==> config.mk <==
export PLATFORM = sky130hd
export DESIGN_NAME = i2c_irq_ctrl
export DESIGN_NICKNAME = d
export VERILOG_FILES = /design/src/rtl/i2c_irq_pkg.sv /design/src/rtl/i2c_glitch_flt.sv /design/src/rtl/i2c_flag_unit.sv /design/src/rtl/i2c_irq_merge.sv /design/src/rtl/i2c_irq_ctrl.sv
export SDC_FILE = /design/constraint.sdc
export NUM_CORES = 1
export LEC_CHECK = 0
export ABC_CLOCK_PERIOD_IN_PS = 2500
export CAP_MARGIN = 20
export CORE_MARGIN = 2
export CORE_UTILIZATION = 34
export CTS_CLUSTER_DIAMETER = 80
export DETAILED_ROUTE_END_ITERATION = 10
export PLACE_DENSITY = 0.84
export SYNTH_ARGS = -nofsm -noshare
export SYNTH_HDL_FRONTEND = slang
export SYNTH_SLANG_ARGS = --single-unit
==> constraint.sdc <==
create_clock -name clk -period 2.5 [get_ports clk]
set_input_delay 0.5 -clock clk [delete_from_list [all_inputs] [get_ports clk]]
set_output_delay 0.5 -clock clk [all_outputs]
set_load 0.01 [all_outputs]
==> src/rtl/i2c_irq_pkg.sv <==
package i2c_irq_pkg;
  localparam int NFLAG  = 3;
  localparam int F_TDRE = 0;
  localparam int F_RDRF = 1;
  localparam int F_SAM  = 2;
  localparam int NLINE  = 2;
  localparam int L_SDA  = 0;
  localparam int L_SCL  = 1;
  typedef logic [NFLAG-1:0] flag_vec_t;
endpackage

==> src/rtl/i2c_glitch_flt.sv <==
module i2c_glitch_flt #(
  parameter int SYNC_STAGES = 2
) (
  input  logic clk,
  input  logic rst_n,
  input  logic flt_en,
  input  logic din,
  output logic dout
);
  localparam int SW = SYNC_STAGES;

  logic [SW-1:0] sync_q;
  logic          prev_q;
  logic          out_q;
  logic          synced;

  assign synced = sync_q[SW-1];

  always_ff @(posedge clk or negedge rst_n) begin
    if (!rst_n) begin
      sync_q <= '1;
      prev_q <= 1'b1;
      out_q  <= 1'b1;
    end else begin
      sync_q <= {sync_q[SW-2:0], din};
      prev_q <= synced;
      if (!flt_en)
        out_q <= synced;
      else if (synced == prev_q)
        out_q <= synced;
    end
  end

  assign dout = out_q;
endmodule

==> src/rtl/i2c_flag_unit.sv <==
module i2c_flag_unit
  import i2c_irq_pkg::*;
#(
  parameter int ADDR_W = 7
) (
  input  logic              clk,
  input  logic              rst_n,
  input  logic              ctl_en,
  input  logic              slave_mode,
  input  logic              irx_all,
  input  logic [ADDR_W-1:0] own_addr,
  input  logic              tx_buf_empty,
  input  logic              ev_addr10_first,
  input  logic              ev_addr_last_first,
  input  logic              rd_bit,
  input  logic              ev_data_first,
  input  logic              ev_rx_byte,
  input  logic              rx_is_addr,
  input  logic [ADDR_W:0]   rx_byte,
  input  logic              dr_wr,
  input  logic              dr_rd,
  input  logic              st_rd,
  output flag_vec_t         flags
);
  flag_vec_t set_v, clr_v, flag_q;
  logic      addr_ok_q;
  logic      addr_hit;
  logic      rx_accept;
  logic      tx_milestone;

  assign addr_hit     = (rx_byte[ADDR_W:1] == own_addr);
  assign tx_milestone = ev_addr10_first | (ev_addr_last_first & ~rd_bit) | ev_data_first;

  always_comb begin
    if (!slave_mode || irx_all) rx_accept = 1'b1;
    else if (rx_is_addr)        rx_accept = 1'b0;
    else                        rx_accept = addr_ok_q;
  end

  always_comb begin
    set_v         = '0;
    set_v[F_TDRE] = tx_buf_empty & tx_milestone;
    set_v[F_RDRF] = ev_rx_byte & rx_accept;
    set_v[F_SAM]  = slave_mode & ev_rx_byte & rx_is_addr & addr_hit;
    clr_v         = '0;
    clr_v[F_TDRE] = st_rd | dr_wr;
    clr_v[F_RDRF] = st_rd | dr_rd;
    clr_v[F_SAM]  = st_rd | dr_rd | dr_wr;
  end

  always_ff @(posedge clk or negedge rst_n) begin
    if (!rst_n)
      addr_ok_q <= 1'b0;
    else if (!ctl_en)
      addr_ok_q <= 1'b0;
    else if (slave_mode && ev_rx_byte && rx_is_addr)
      addr_ok_q <= addr_hit;
  end

  for (genvar g = 0; g < NFLAG; g++) begin : g_flag
    always_ff @(posedge clk or negedge rst_n) begin
      if (!rst_n)          flag_q[g] <= 1'b0;
      else if (!ctl_en)    flag_q[g] <= 1'b0;
      else if (set_v[g])   flag_q[g] <= 1'b1;
      else if (clr_v[g])   flag_q[g] <= 1'b0;
    end
  end

  assign flags = flag_q;
endmodule

==> src/rtl/i2c_irq_merge.sv <==
module i2c_irq_merge
  import i2c_irq_pkg::*;
(
  input  logic      clk,
  input  logic      rst_n,
  input  logic      ctl_en,
  input  flag_vec_t flags,
  input  flag_vec_t ie,
  input  logic      brg_tick,
  input  logic      rx_last_bit,
  output logic      scl_hold,
  output logic      irq
);
  logic irq_d, irq_q;

  assign irq_d = ctl_en ? |(flags & ie) : brg_tick;

  always_ff @(posedge clk or negedge rst_n) begin
    if (!rst_n) irq_q <= 1'b0;
    else        irq_q <= irq_d;
  end

  assign irq      = irq_q;
  assign scl_hold = rx_last_bit & flags[F_RDRF];
endmodule

==> src/rtl/i2c_irq_ctrl.sv <==
module i2c_irq_ctrl
  import i2c_irq_pkg::*;
#(
  parameter int ADDR_W      = 7,
  parameter int SYNC_STAGES = 2
) (
  input  logic              clk,
  input  logic              rst_n,
  input  logic              ctl_en,
  input  logic              flt_en,
  input  logic              slave_mode,
  input  logic              irx_all,
  input  logic [ADDR_W-1:0] own_addr,
  input  logic [NFLAG-1:0]  ie,
  input  logic              sda_in,
  input  logic              scl_in,
  output logic              sda_f,
  output logic              scl_f,
  input  logic              tx_buf_empty,
  input  logic              ev_addr10_first,
  input  logic              ev_addr_last_first,
  input  logic              rd_bit,
  input  logic              ev_data_first,
  input  logic              ev_rx_byte,
  input  logic              rx_is_addr,
  input  logic [ADDR_W:0]   rx_byte,
  input  logic              rx_last_bit,
  input  logic              dr_wr,
  input  logic              dr_rd,
  input  logic              st_rd,
  input  logic              brg_tick,
  output logic [NFLAG-1:0]  status,
  output logic              scl_hold,
  output logic              irq
);
  logic [NLINE-1:0] line_raw, line_flt;
  flag_vec_t        flags;

  assign line_raw[L_SDA] = sda_in;
  assign line_raw[L_SCL] = scl_in;

  for (genvar l = 0; l < NLINE; l++) begin : g_line
    i2c_glitch_flt #(.SYNC_STAGES(SYNC_STAGES)) u_flt (
      .clk(clk), .rst_n(rst_n), .flt_en(flt_en),
      .din(line_raw[l]), .dout(line_flt[l])
    );
  end

  assign sda_f = line_flt[L_SDA];
  assign scl_f = line_flt[L_SCL];

  i2c_flag_unit #(.ADDR_W(ADDR_W)) u_flags (
    .clk(clk), .rst_n(rst_n), .ctl_en(ctl_en),
    .slave_mode(slave_mode), .irx_all(irx_all), .own_addr(own_addr),
    .tx_buf_empty(tx_buf_empty), .ev_addr10_first(ev_addr10_first),
    .ev_addr_last_first(ev_addr_last_first), .rd_bit(rd_bit),
    .ev_data_first(ev_data_first), .ev_rx_byte(ev_rx_byte),
    .rx_is_addr(rx_is_addr), .rx_byte(rx_byte),
    .dr_wr(dr_wr), .dr_rd(dr_rd), .st_rd(st_rd), .flags(flags)
  );

  i2c_irq_merge u_merge (
    .clk(clk), .rst_n(rst_n), .ctl_en(ctl_en), .flags(flags), .ie(ie),
    .brg_tick(brg_tick), .rx_last_bit(rx_last_bit),
    .scl_hold(scl_hold), .irq(irq)
  );

  assign status = flags;
endmodule

==> results of run 1 <==
==> state kept, by name (all words and copies together) (netlist names) <==
register / count
g_line.u_flt.sync_q: 4
u_flags.flags: 3
g_line.u_flt.dout: 2
u_flags.addr_ok_q: 1
g_line.u_flt.prev_q: 2
u_merge.irq: 1
==> through the flow <==
step / power (W) / hold WS [ns] / worst slack, ns / cell area, um2 / util
after floorplan: 0.0002624 / 0.2044 / 1.282 / 570.5 / -
after global placement: 0.0003412 / 0.3475 / 0.4182 / 1021 / 0.6623
after detailed placement: 0.0003447 / 0.3521 / 0.4123 / 1021 / 0.6623
after CTS: 0.0004706 / 0.3627 / 0.4064 / 1047 / 0.6794
after global routing: 0.0004920 / 0.3661 / 0.3819 / 1047 / 0.6794
final: 0.0004631 / 0.3571 / 0.4146 / 1047 / 0.6794
==> power breakdown <==
| group | switching [W] | leakage, nW | internal [W] |
|---|---|---|---|
| clock network | 0.0000615 | 0.0150 | 0.0000617 |
| registers | 0.00000604 | 0.150 | 0.000228 |
| logic | 0.0000311 | 0.243 | 0.0000752 |
| total | 0.0000986 | 0.408 | 0.000364 |
==> cells by family after synthesis <==
group | Yosys count | synth area share
AND/OR/NAND/NOR | 19 | 0.1820
XOR/XNOR | 7 | 0.1075
AO/OA/AOI/OAI | 11 | 0.1228
flip-flops | 13 | 0.5877
==> synthesized netlist by cell type <==
master	n
dfstp_2	8
a21oi_1	6
xor2_1	6
dfrtp_1	5
nor2_1	4
nand2b_1	3
a21boi_1	2
nand2_1	2
nand3_1	2
nand3b_1	2
nor2b_1	2
a21boi_0	1
a222oi_1	1
and2_1	1
nor3_1	1
nor3b_1	1
nor4_1	1
o31ai_1	1
xnor2_1	1
==> metal layers <==
layer  vias to the layer above  share of wire
met1                       245           0.36
met3                         2          0.070
met5                         -              0
li1                        269              -
met2                        18           0.56
met4                         0         0.0061
==> final timing paths <==
kind	startpoint	slack [ns]	depth (start not counted)	to
min in group asynchronous	rst_n	0.58	1	u_flags.flags[1]
max in group asynchronous	rst_n	1.55	1	g_line[0].u_flt.sync_q[0]
worst max register to register	u_flags.flags[0]	1.52	2	u_merge.irq
worst min register to register	g_line[0].u_flt.sync_q[0]	0.36	0	g_line[0].u_flt.sync_q[1]
worst min-delay path	g_line[0].u_flt.sync_q[0]	0.36	0	g_line[0].u_flt.sync_q[1]
worst max-delay path	rx_last_bit	0.41	3	scl_hold
==> layout by cell type, fill, tap and decap left out, drive strengths merged <==
master,count
clkbuf,4
a21boi,3
xnor2,1
nor3b,1
nor3,1
o31ai,1
nor2b,2
and2,1
nor2,4
dfstp,8
a222oi,1
a21oi,6
nor4,1
clkdlybuf4s50,43
dfrtp,5
nand2b,3
nand3,2
nand2,2
nand3b,2
xor2,6
==> layout make-up <==
type                       instances  area [um2]
clock buffer                       4       26.28
fill                             136       494.2
multi-input combinational         37       235.2
sequential                        13       335.3
tap                               16       20.02
timing repair buffer              43       430.4
==> key figures, run 1 <==
Floorplanning
  – Row count: 14
  – Core box area: 1541 um2
  – Starting Density: 0.3701
  – Chip width: 44.97 um
  – Io pins: 45
  – Die area: 2022 um2
  – Height of the die: 44.97 um

Drt
  – Vias/cell: around 4.7
  – Drt pass-1 iters: 4
  – Starting DRC count in detailed routing: 4
  – DRC violations left: 0
  – ANT nets after route: 0
  – Total length of routed wires: 1310 um
  – Via count: 534
  – DR WL/cell: 11.59 um

Global route
  – Busiest grt layer: met2
  – Vias in the first global route: 534
  – Residual overflow from global routing: 0
  – M1 GR Usage: 0.1513
  – Grt met3 use: 0.05600
  – Initial antenna violation count: 0
  – First-pass GRT wire length: 2118 um
  – Gr usage total: 0.1515
  – Met2 usage: 0.2657
  – Pin count of the biggest net entering global routing: 14

Timing
  – Setup TNS: 0 ns
  – Final Cycle Share: 0.8342
  – Peak Freq: 479.5 MHz
  – Max-slew violations: 0
  – Minimum clock period: 2.085 ns
  – Final Hold Fails: 0
  – Endpoints failing setup: 0
  – Worst-Margin Slew: 0.5449 ns
  – Slew Limit Headroom: 0.6356
  – Final clock skew: between 0.005 and 0.006 ns
  – RSZ-0062 raised after global routing: false

Worst setup path
  – Crit end category: output pin
  – Crit path kind: primary input to output pin
  – Cell at the slowest stage of the critical path: clkdlybuf4s50_1
  – Buf+Inv Stages, Crit Path: 2
  – Worst path arrival time: roughly 1.6 ns
  – Delay of the slowest critical-path stage: between 0.5 and 0.6 ns
  – Setup crit start kind: primary input
  – Crit-path max FO: 1
  – Critical path, cell by cell: clkdlybuf4s50_1, and2_1, clkdlybuf4s50_1
  – CP Data Required Time: 2.00 ns
  – Most frequent CP cell: clkdlybuf4s50_1
  – Top Family by Delay on Critical Path: buffers and inverters

Cells and area
  – Final net count: 136
  – Area Overhead vs Synth: 83.55%
  – Layout cells sized above 1: 0.1134
  – # diodes: 0
  – Post-Layout Cell Count: 113

Clock network
  – CTS buffer count: 3
  – Post-CTS Hold Buffers: 0
  – CTS tree: built
  – Post-cts resize count: 0
  – CTS Sinks: 13
  – CTS root buffer: clkbuf_4
  – CTS H-tree depth: 1
  – Clk_lat worst skew: 0.27 ns
  – Postcts setup bufs: 0
  – Worst-path clk slew: 0.08 ns
  – Max Buffers Root-to-Sink: 2

Synthesis
  – Synthesized net count: between 80 and 90
  – Synth Register Bits: 13
  – Synth area leader: dfstp_2
  – Register area share after synthesis: 0.5877
  – Synth Cell Area: ~570 um2
  – Dominant cells by area after synthesis: dfstp_2, dfrtp_1, xor2_1
  – Post-Syn Instances: 50
  – Top cell type's share of synthesized area: 0.3684
  – Syn_area_per_cell: approximately 11 um2
  – Distinct cells, synth: 19
  – Synth warn: 0

Place
  – GP Congestion: 0.6830
  – Post-placement cell count: ~110
  – DP HPWL: 1123 um
  – Port bufs: 43

Power and ir drop
  – Leak: 0.4076 nW
  – Pwr/cell area: 442.2 nW/um2
  – Worst IR drop on VDD: 221.6 uV

Outcome
  – Status: finished clean

Hold path
  – Min-Delay Path Class: flip-flop to flip-flop

Run
  – Max-cap violations: 0
Power figures use the tool's default switching activity.
==> inputs of run 2 (changes only) <==
--- a/config.mk
+++ b/config.mk
@@ -5,13 +5,13 @@
 export SDC_FILE = /design/constraint.sdc
 export NUM_CORES = 1
 export LEC_CHECK = 0
-export ABC_CLOCK_PERIOD_IN_PS = 2500
+export ABC_CLOCK_PERIOD_IN_PS = 1900
 export CAP_MARGIN = 20
 export CORE_MARGIN = 2
-export CORE_UTILIZATION = 34
+export CORE_UTILIZATION = 28
 export CTS_CLUSTER_DIAMETER = 80
 export DETAILED_ROUTE_END_ITERATION = 10
-export PLACE_DENSITY = 0.84
+export PLACE_DENSITY = 0.75
 export SYNTH_ARGS = -nofsm -noshare
 export SYNTH_HDL_FRONTEND = slang
 export SYNTH_SLANG_ARGS = --single-unit
==> constraint.sdc (replaced) <==
create_clock -name clk -period 1.9 [get_ports clk]
set_input_delay 0.38 -clock clk [delete_from_list [all_inputs] [get_ports clk]]
set_output_delay 0.38 -clock clk [all_outputs]
set_load 0.01 [all_outputs]
==> run 2 against run 1 <==
  * Die area rose by 19%
  * Cell count rose by 9.7%
  * Count of clock-buffer cells in the layout did not move
  * Wire length fell by 1.8%
  * Cell area rose by 1.3%
  * Clock skew fell by 0.0047 ns
  * Clock power rose by 29%
  * Setup slack got worse by 0.36 ns
  * Via count rose by 1.7%
==> key figures, run 2 (same netlist as run 1, synthesis figures left out) <==
Global route
  – Vias in the first global route: 597 (was 534)
  – First-pass GRT wire length: 2332 um (was 2118 um)
  – Initial antenna violation count: 0 (unchanged)
  – Pin count of the biggest net entering global routing: 14 (unchanged)
  – Residual overflow from global routing: 0 (unchanged)
  – Gr usage total: 0.1240 (was 0.1515)

Floorplanning
  – Die area: 2415 um2 (was 2022 um2)
  – Core box area: 1942 um2 (was 1541 um2)
  – Starting Density: 0.2938 (was 0.3701)
  – Io pins: 45 (unchanged)
  – Row count: 16 (was 14)
  – Chip width: 49.14 um (was 44.97 um)
  – Height of the die: 49.14 um (was 44.97 um)

Drt
  – DR top layer: met3 (was met4)
  – Vias/cell: 4.379 (was 4.726)
  – Via count: 543 (was 534)
  – DRC violations left: 0 (unchanged)
  – Met2 routed WL: 684 um (was 734 um)
  – Drt pass-1 iters: 4 (unchanged)
  – DR WL met3: 98 um (was 92 um)
  – ANT nets after route: 0 (unchanged)
  – Total length of routed wires: 1286 um (was 1310 um)
  – DR WL/cell: 10.37 um (was 11.59 um)
  – Met1 Routed Length: 503 um (was 474 um)
  – Starting DRC count in detailed routing: 3 (was 4)

Worst setup path
  – Most frequent CP cell: clkdlybuf4s50_1 (unchanged)
  – Delay of the slowest critical-path stage: 0.52 ns (was 0.53 ns)
  – CP Launch Point: rx_last_bit (unchanged)
  – Cell at the slowest stage of the critical path: clkdlybuf4s50_1 (unchanged)
  – Critical Path Stages: 3 (unchanged)
  – Crit-path max FO: 1 (unchanged)
  – Critical path, cell by cell: clkdlybuf4s50_1, and2_1, clkdlybuf4s50_1 (unchanged)
  – FF-to-FF End: u_merge.irq (unchanged)
  – Top Family by Delay on Critical Path: buffers and inverters (unchanged)
  – CP Data Required Time: 1.52 ns (was 2.00 ns)
  – Crit path kind: primary input to output pin (unchanged)
  – Reg2Reg Depth: 2 (unchanged)
  – Worst R2R Start: u_flags.flags[0] (unchanged)
  – Worst path arrival time: 1.47 ns (was 1.59 ns)
  – Critical path capture point: scl_hold (unchanged)
  – Worst reg2reg setup slack: 0.94 ns (was 1.52 ns)
  – Setup crit start kind: primary input (unchanged)
  – Buf+Inv Stages, Crit Path: 2 (unchanged)
  – Crit end category: output pin (unchanged)

Power and ir drop
  – Clock network power share: 0.263 (was 0.266)
  – Worst IR drop on VDD: 205.4 uV (was 221.6 uV)
  – Switch share: 0.2086 (was 0.2130)
  – Leak: 0.4076 nW (unchanged)
  – Gate power share: 0.229 (was 0.230)
  – Pwr/cell area: 571.0 nW/um2 (was 442.2 nW/um2)
  – Register share of total power: 0.508 (was 0.504)
  – Cell-internal power: 0.0004794 W (was 0.0003645 W)
  – P_sw: 0.0001264 W (was 0.00009865 W)

Timing
  – Hold_ws: 0.3574 ns (was 0.3571 ns)
  – Minimum clock period: 1.849 ns
  – Peak Freq: 540.7 MHz
  – Final Cycle Share: 0.9733
  – Setup TNS: 0 ns (unchanged)
  – Worst-Margin Slew: 0.5312 ns (was 0.5449 ns)
  – Max-slew violations: 0 (unchanged)
  – Slew Limit Headroom: 0.6447 (was 0.6356)
  – Final setup margin: 0.05069 ns (was 0.4146 ns)
  – Endpoints failing setup: 0 (unchanged)
  – Final Hold Fails: 0 (unchanged)
  – RSZ-0062 raised after global routing: false (unchanged)
  – Final clock skew: 0.001110 ns (was 0.005785 ns)

Clock network
  – Post-CTS Hold Buffers: 0 (unchanged)
  – CTS H-tree depth: 1 (unchanged)
  – CTS Sinks: 13 (unchanged)
  – Clk_lat worst skew: 0.26 ns (was 0.27 ns)
  – Max Buffers Root-to-Sink: 2 (unchanged)
  – CTS tree: built (unchanged)
  – CTS buffer count: 3 (unchanged)
  – CTS root buffer: clkbuf_4 (unchanged)
  – Postcts setup bufs: 0 (unchanged)
  – Worst-path clk slew: 0.07 ns (was 0.08 ns)
  – Post-cts resize count: 0 (unchanged)

Run
  – Max-cap violations: 0 (unchanged)

Hold path
  – Hold Path Stages: 0 (unchanged)
  – Min-Delay Path Class: flip-flop to flip-flop (unchanged)
  – Hold path startpoint: g_line[0].u_flt.sync_q[0] (unchanged)

Place
  – Post-placement cell count: 120 (was 109)
  – Port bufs: 43 (unchanged)
  – GP Congestion: 0.6634 (was 0.6830)
  – DP HPWL: 1161 um (was 1123 um)
  – Pre-CTS setup slack: 0.04406 ns (was 0.4123 ns)

Cells and area
  – Commonest non-fill, non-tap cell in the layout: clkdlybuf4s50_1 (unchanged)
  – Layout cells sized above 1: 0.1134 (unchanged)
  – Most frequent cells in the layout: clkdlybuf4s50_1, dfstp_2, a21oi_1, xor2_1, dfrtp_1 (unchanged)
  – Area Overhead vs Synth: 85.97% (was 83.55%)
  – Final net count: 136 (unchanged)
  – Max reg flops: 4 (unchanged)
  – Post-Layout Cell Count: 124 (was 113)
  – # diodes: 0 (unchanged)
  – Most flops, register: g_line.u_flt.sync_q (unchanged)

Outcome
  – Status: finished clean (unchanged)
==> run 2: cell counts in the layout (fill, tap and decap cells not counted) <==
No cell type changed its count.
==> run 2: worst min-delay path by stage <==
stage / to
finish: g_line[0].u_flt.sync_q[1]
global route: g_line[1].u_flt.sync_q[1]
CTS: g_line[0].u_flt.sync_q[1]
detailed placement: g_line[0].u_flt.sync_q[1]
global placement: g_line[0].u_flt.sync_q[1]
floorplan: u_flags.addr_ok_q
==> run 2: area by class of cell <==
class	count	area (um2)
flip-flops and latches	13	335.3
clock buffers	4	26.28
well taps	27	33.78
fillers	187	880.8
multi-input cells	37	235.2
repair buffers	43	430.4
==> run 2: power groups by stage <==
stage	Combinational (W)	Sequential, W	Clock, W
2_1_floorplan	0.0000298	0.000315	0
3_3_place_gp	0.000138	0.000312	0
3_5_place_dp	0.000141	0.000313	0
4_1_cts	0.000141	0.000308	0.000168
5_1_grt	0.000152	0.000311	0.000182
6_report	0.000139	0.000308	0.000159
==> run 2: per-layer routing <==
metal	vias to the layer above	track usage
li1	267	-
met4	0	0.02857
met5	-	0
met3	0	0.04294
met1	252	0.1412
met2	24	0.2207
==> run 2: metrics by stage <==
stage / utilization / total power, W / cell area [um2]
2_1_floorplan: - / 0.0003452 / 570.5
6_report: 0.5464 / 0.0006058 / 1061
5_1_grt: 0.5464 / 0.0006448 / 1061
3_3_place_gp: 0.5329 / 0.0004501 / 1035
4_1_cts: 0.5464 / 0.0006174 / 1061
3_5_place_dp: 0.5329 / 0.0004538 / 1035
==> inputs of run 3 (changes only) <==
--- a/config.mk
+++ b/config.mk
@@ -6,11 +6,12 @@
 export NUM_CORES = 1
 export LEC_CHECK = 0
 export ABC_CLOCK_PERIOD_IN_PS = 1900
-export CAP_MARGIN = 20
+export CAP_MARGIN = 10
 export CORE_MARGIN = 2
 export CORE_UTILIZATION = 28
 export CTS_CLUSTER_DIAMETER = 80
 export DETAILED_ROUTE_END_ITERATION = 10
+export GPL_TIMING_DRIVEN = 0
 export PLACE_DENSITY = 0.75
 export SYNTH_ARGS = -nofsm -noshare
 export SYNTH_HDL_FRONTEND = slang
==> run 3 against run 2 <==
  * Cell area unchanged
  * Clock power about the same
  * Sequential share of layout area unchanged
  * Non-clock buffer count unchanged
  * First-iteration DRC count increased by 100%
  * Critical path type unchanged
  * Largest cell class unchanged
==> key figures, run 3 (same netlist as run 1, synthesis figures left out) <==
Clock network
  – Postcts setup bufs: 0 (unchanged)
  – CTS H-tree depth: 1 (unchanged)
  – CTS tree: built (unchanged)
  – Post-cts resize count: 0 (unchanged)
  – CTS buffer count: 3 (unchanged)
  – Clk_lat worst skew: 0.26 ns (about the same)
  – Post-CTS Hold Buffers: 0 (unchanged)
  – Worst-path clk slew: 0.07 ns (about the same)
  – CTS Sinks: 13 (unchanged)
  – Max Buffers Root-to-Sink: 2 (unchanged)
  – CTS root buffer: clkbuf_4 (unchanged)

Floorplanning
  – Die area: 2415 um2 (unchanged)
  – Io pins: 45 (unchanged)
  – Row count: 16 (unchanged)
  – Core box area: 1942 um2 (unchanged)
  – Height of the die: 49.14 um (unchanged)
  – Starting Density: 0.2938 (unchanged)
  – Chip width: 49.14 um (unchanged)

Run
  – Max-cap violations: 0 (unchanged)

Worst setup path
  – Worst path arrival time: 1.47 ns (about the same)
  – CP Data Required Time: 1.52 ns (about the same)
  – Crit path kind: primary input to output pin (unchanged)
  – Most frequent CP cell: clkdlybuf4s50_1 (unchanged)
  – Critical path, cell by cell: clkdlybuf4s50_1, and2_1, clkdlybuf4s50_1 (unchanged)
  – Cell at the slowest stage of the critical path: clkdlybuf4s50_1 (unchanged)
  – Delay of the slowest critical-path stage: 0.52 ns (about the same)
  – Crit-path max FO: 1 (unchanged)
  – Worst reg2reg setup slack: 0.94 ns (about the same)
  – Crit end category: output pin (unchanged)
  – Setup crit start kind: primary input (unchanged)

Global route
  – Gr usage total: 0.1122 (was 0.1240)
  – Initial antenna violation count: 0 (unchanged)
  – Pin count of the biggest net entering global routing: 14 (unchanged)
  – Vias in the first global route: 536 (was 597)
  – Residual overflow from global routing: 0 (unchanged)
  – First-pass GRT wire length: 2056 um (was 2332 um)

Drt
  – DR WL/cell: 10.24 um (was 10.37 um)
  – Starting DRC count in detailed routing: 6 (was 3)
  – DRC violations left: 0 (unchanged)
  – Drt pass-1 iters: 4 (unchanged)
  – Vias/cell: 4.194 (was 4.379)
  – Via count: 520 (was 543)
  – Total length of routed wires: 1270 um (was 1286 um)
  – ANT nets after route: 0 (unchanged)

Timing
  – Final Cycle Share: 0.9723 (was 0.9733)
  – RSZ-0062 raised after global routing: false (unchanged)
  – Setup TNS: 0 ns (unchanged)
  – Max-slew violations: 0 (unchanged)
  – Slew Limit Headroom: 0.6347 (was 0.6447)
  – Endpoints failing setup: 0 (unchanged)
  – Worst-Margin Slew: 0.5462 ns (was 0.5312 ns)
  – Minimum clock period: 1.847 ns (was 1.849 ns)
  – Final clock skew: 0.004098 ns (was 0.001110 ns)
  – Peak Freq: 541.3 MHz (was 540.7 MHz)
  – Final Hold Fails: 0 (unchanged)

Power and ir drop
  – Worst IR drop on VDD: 238.5 uV (was 205.4 uV)
  – Gate power share: 0.229 (about the same)
  – Clock network power share: 0.262 (was 0.263)
  – Register share of total power: 0.508 (about the same)
  – Cell-internal power: 0.0004795 W (was 0.0004794 W)
  – P_sw: 0.0001255 W (was 0.0001264 W)
  – Leak: 0.4076 nW (unchanged)
  – Switch share: 0.2075 (was 0.2086)
  – Pwr/cell area: 570.2 nW/um2 (was 571.0 nW/um2)

Cells and area
  – Final net count: 136 (unchanged)
  – Final Util: 0.5464 (unchanged)
  – Area of the multi-input gates: 235.2 um2 (unchanged)
  – Most frequent cells in the layout: clkdlybuf4s50_1, dfstp_2, a21oi_1, xor2_1, dfrtp_1 (unchanged)
  – Register Area: 335.3 um2 (unchanged)
  – Commonest non-fill, non-tap cell in the layout: clkdlybuf4s50_1 (unchanged)
  – Most flops, register: g_line.u_flt.sync_q (unchanged)
  – Fill cells: 184 (was 187)
  – # diodes: 0 (unchanged)
  – Area Overhead vs Synth: 85.97% (unchanged)
  – Layout cells sized above 1: 0.1134 (unchanged)
  – Max reg flops: 4 (unchanged)

Hold path
  – Min-Delay Path Class: flip-flop to flip-flop (unchanged)

Place
  – DP HPWL: 1123 um (was 1161 um)
  – GP Congestion: 0.6596 (was 0.6634)
  – Port bufs: 43 (unchanged)

Outcome
  – Status: finished clean (unchanged)
-- run 3: final timing paths --
check,startpoint,to,cells after the start
max,rx_last_bit,scl_hold,3
min,g_line[0].u_flt.sync_q[0],g_line[0].u_flt.sync_q[1],0
max reg2reg,u_flags.flags[0],u_merge.irq,2
min reg2reg,g_line[0].u_flt.sync_q[0],g_line[0].u_flt.sync_q[1],0
max in group asynchronous,rst_n,g_line[1].u_flt.dout,1
min in group asynchronous,rst_n,u_flags.flags[1],1
-- run 3: worst max-delay path: cells and delay by family --
kind | cells | cell delay, ns
and+or+nand+nor | 1 | 0.12
buffers and inverters | 2 | 0.97
-- run 3: layer usage --
| layer | vias up | GRT usage | routed length (um) |
|---|---|---|---|
| li1 | 269 | - | - |
| met1 | 227 | 0.1233 | 527 |
| met2 | 24 | 0.1959 | 644 |
| met3 | 0 | 0.03988 | 98 |
| met4 | 0 | 0.04286 | 0 |
| met5 | - | 0 | 0 |
-- run 3: layout make-up --
type	count	share of cell area
timing repair buffer	43	0.4057
multi-input combinational	37	0.2217
sequential	13	0.3160
clock buffer	4	0.02476
tap	27	0.03184
-- run 3: per-stage QoR --
| stage | area [um2] | instances | worst slack [ns] | total power (W) | hold WS, ns |
|---|---|---|---|---|---|
| floorplan | 570.5 | 50 | 0.8022 | 0.0003452 | 0.08441 |
| global placement | 1035 | 120 | 0.05585 | 0.0004501 | 0.3458 |
| CTS | 1061 | 124 | 0.04659 | 0.0006179 | 0.3586 |
| detailed placement | 1035 | 120 | 0.05247 | 0.0004532 | 0.3475 |
| finish | 1061 | 124 | 0.05270 | 0.0006050 | 0.3575 |
| global route | 1061 | 124 | 0.02122 | 0.0006379 | 0.3665 |
-- run 3: power groups by stage --
stage / Sequential (W) / Clock [W] / Combinational (W)
floorplan: 0.000315 / 0 / 0.0000298
global placement: 0.000312 / 0 / 0.000138
detailed placement: 0.000313 / 0 / 0.000140
CTS: 0.000308 / 0.000169 / 0.000141
global route: 0.000310 / 0.000177 / 0.000151
finish: 0.000308 / 0.000159 / 0.000139
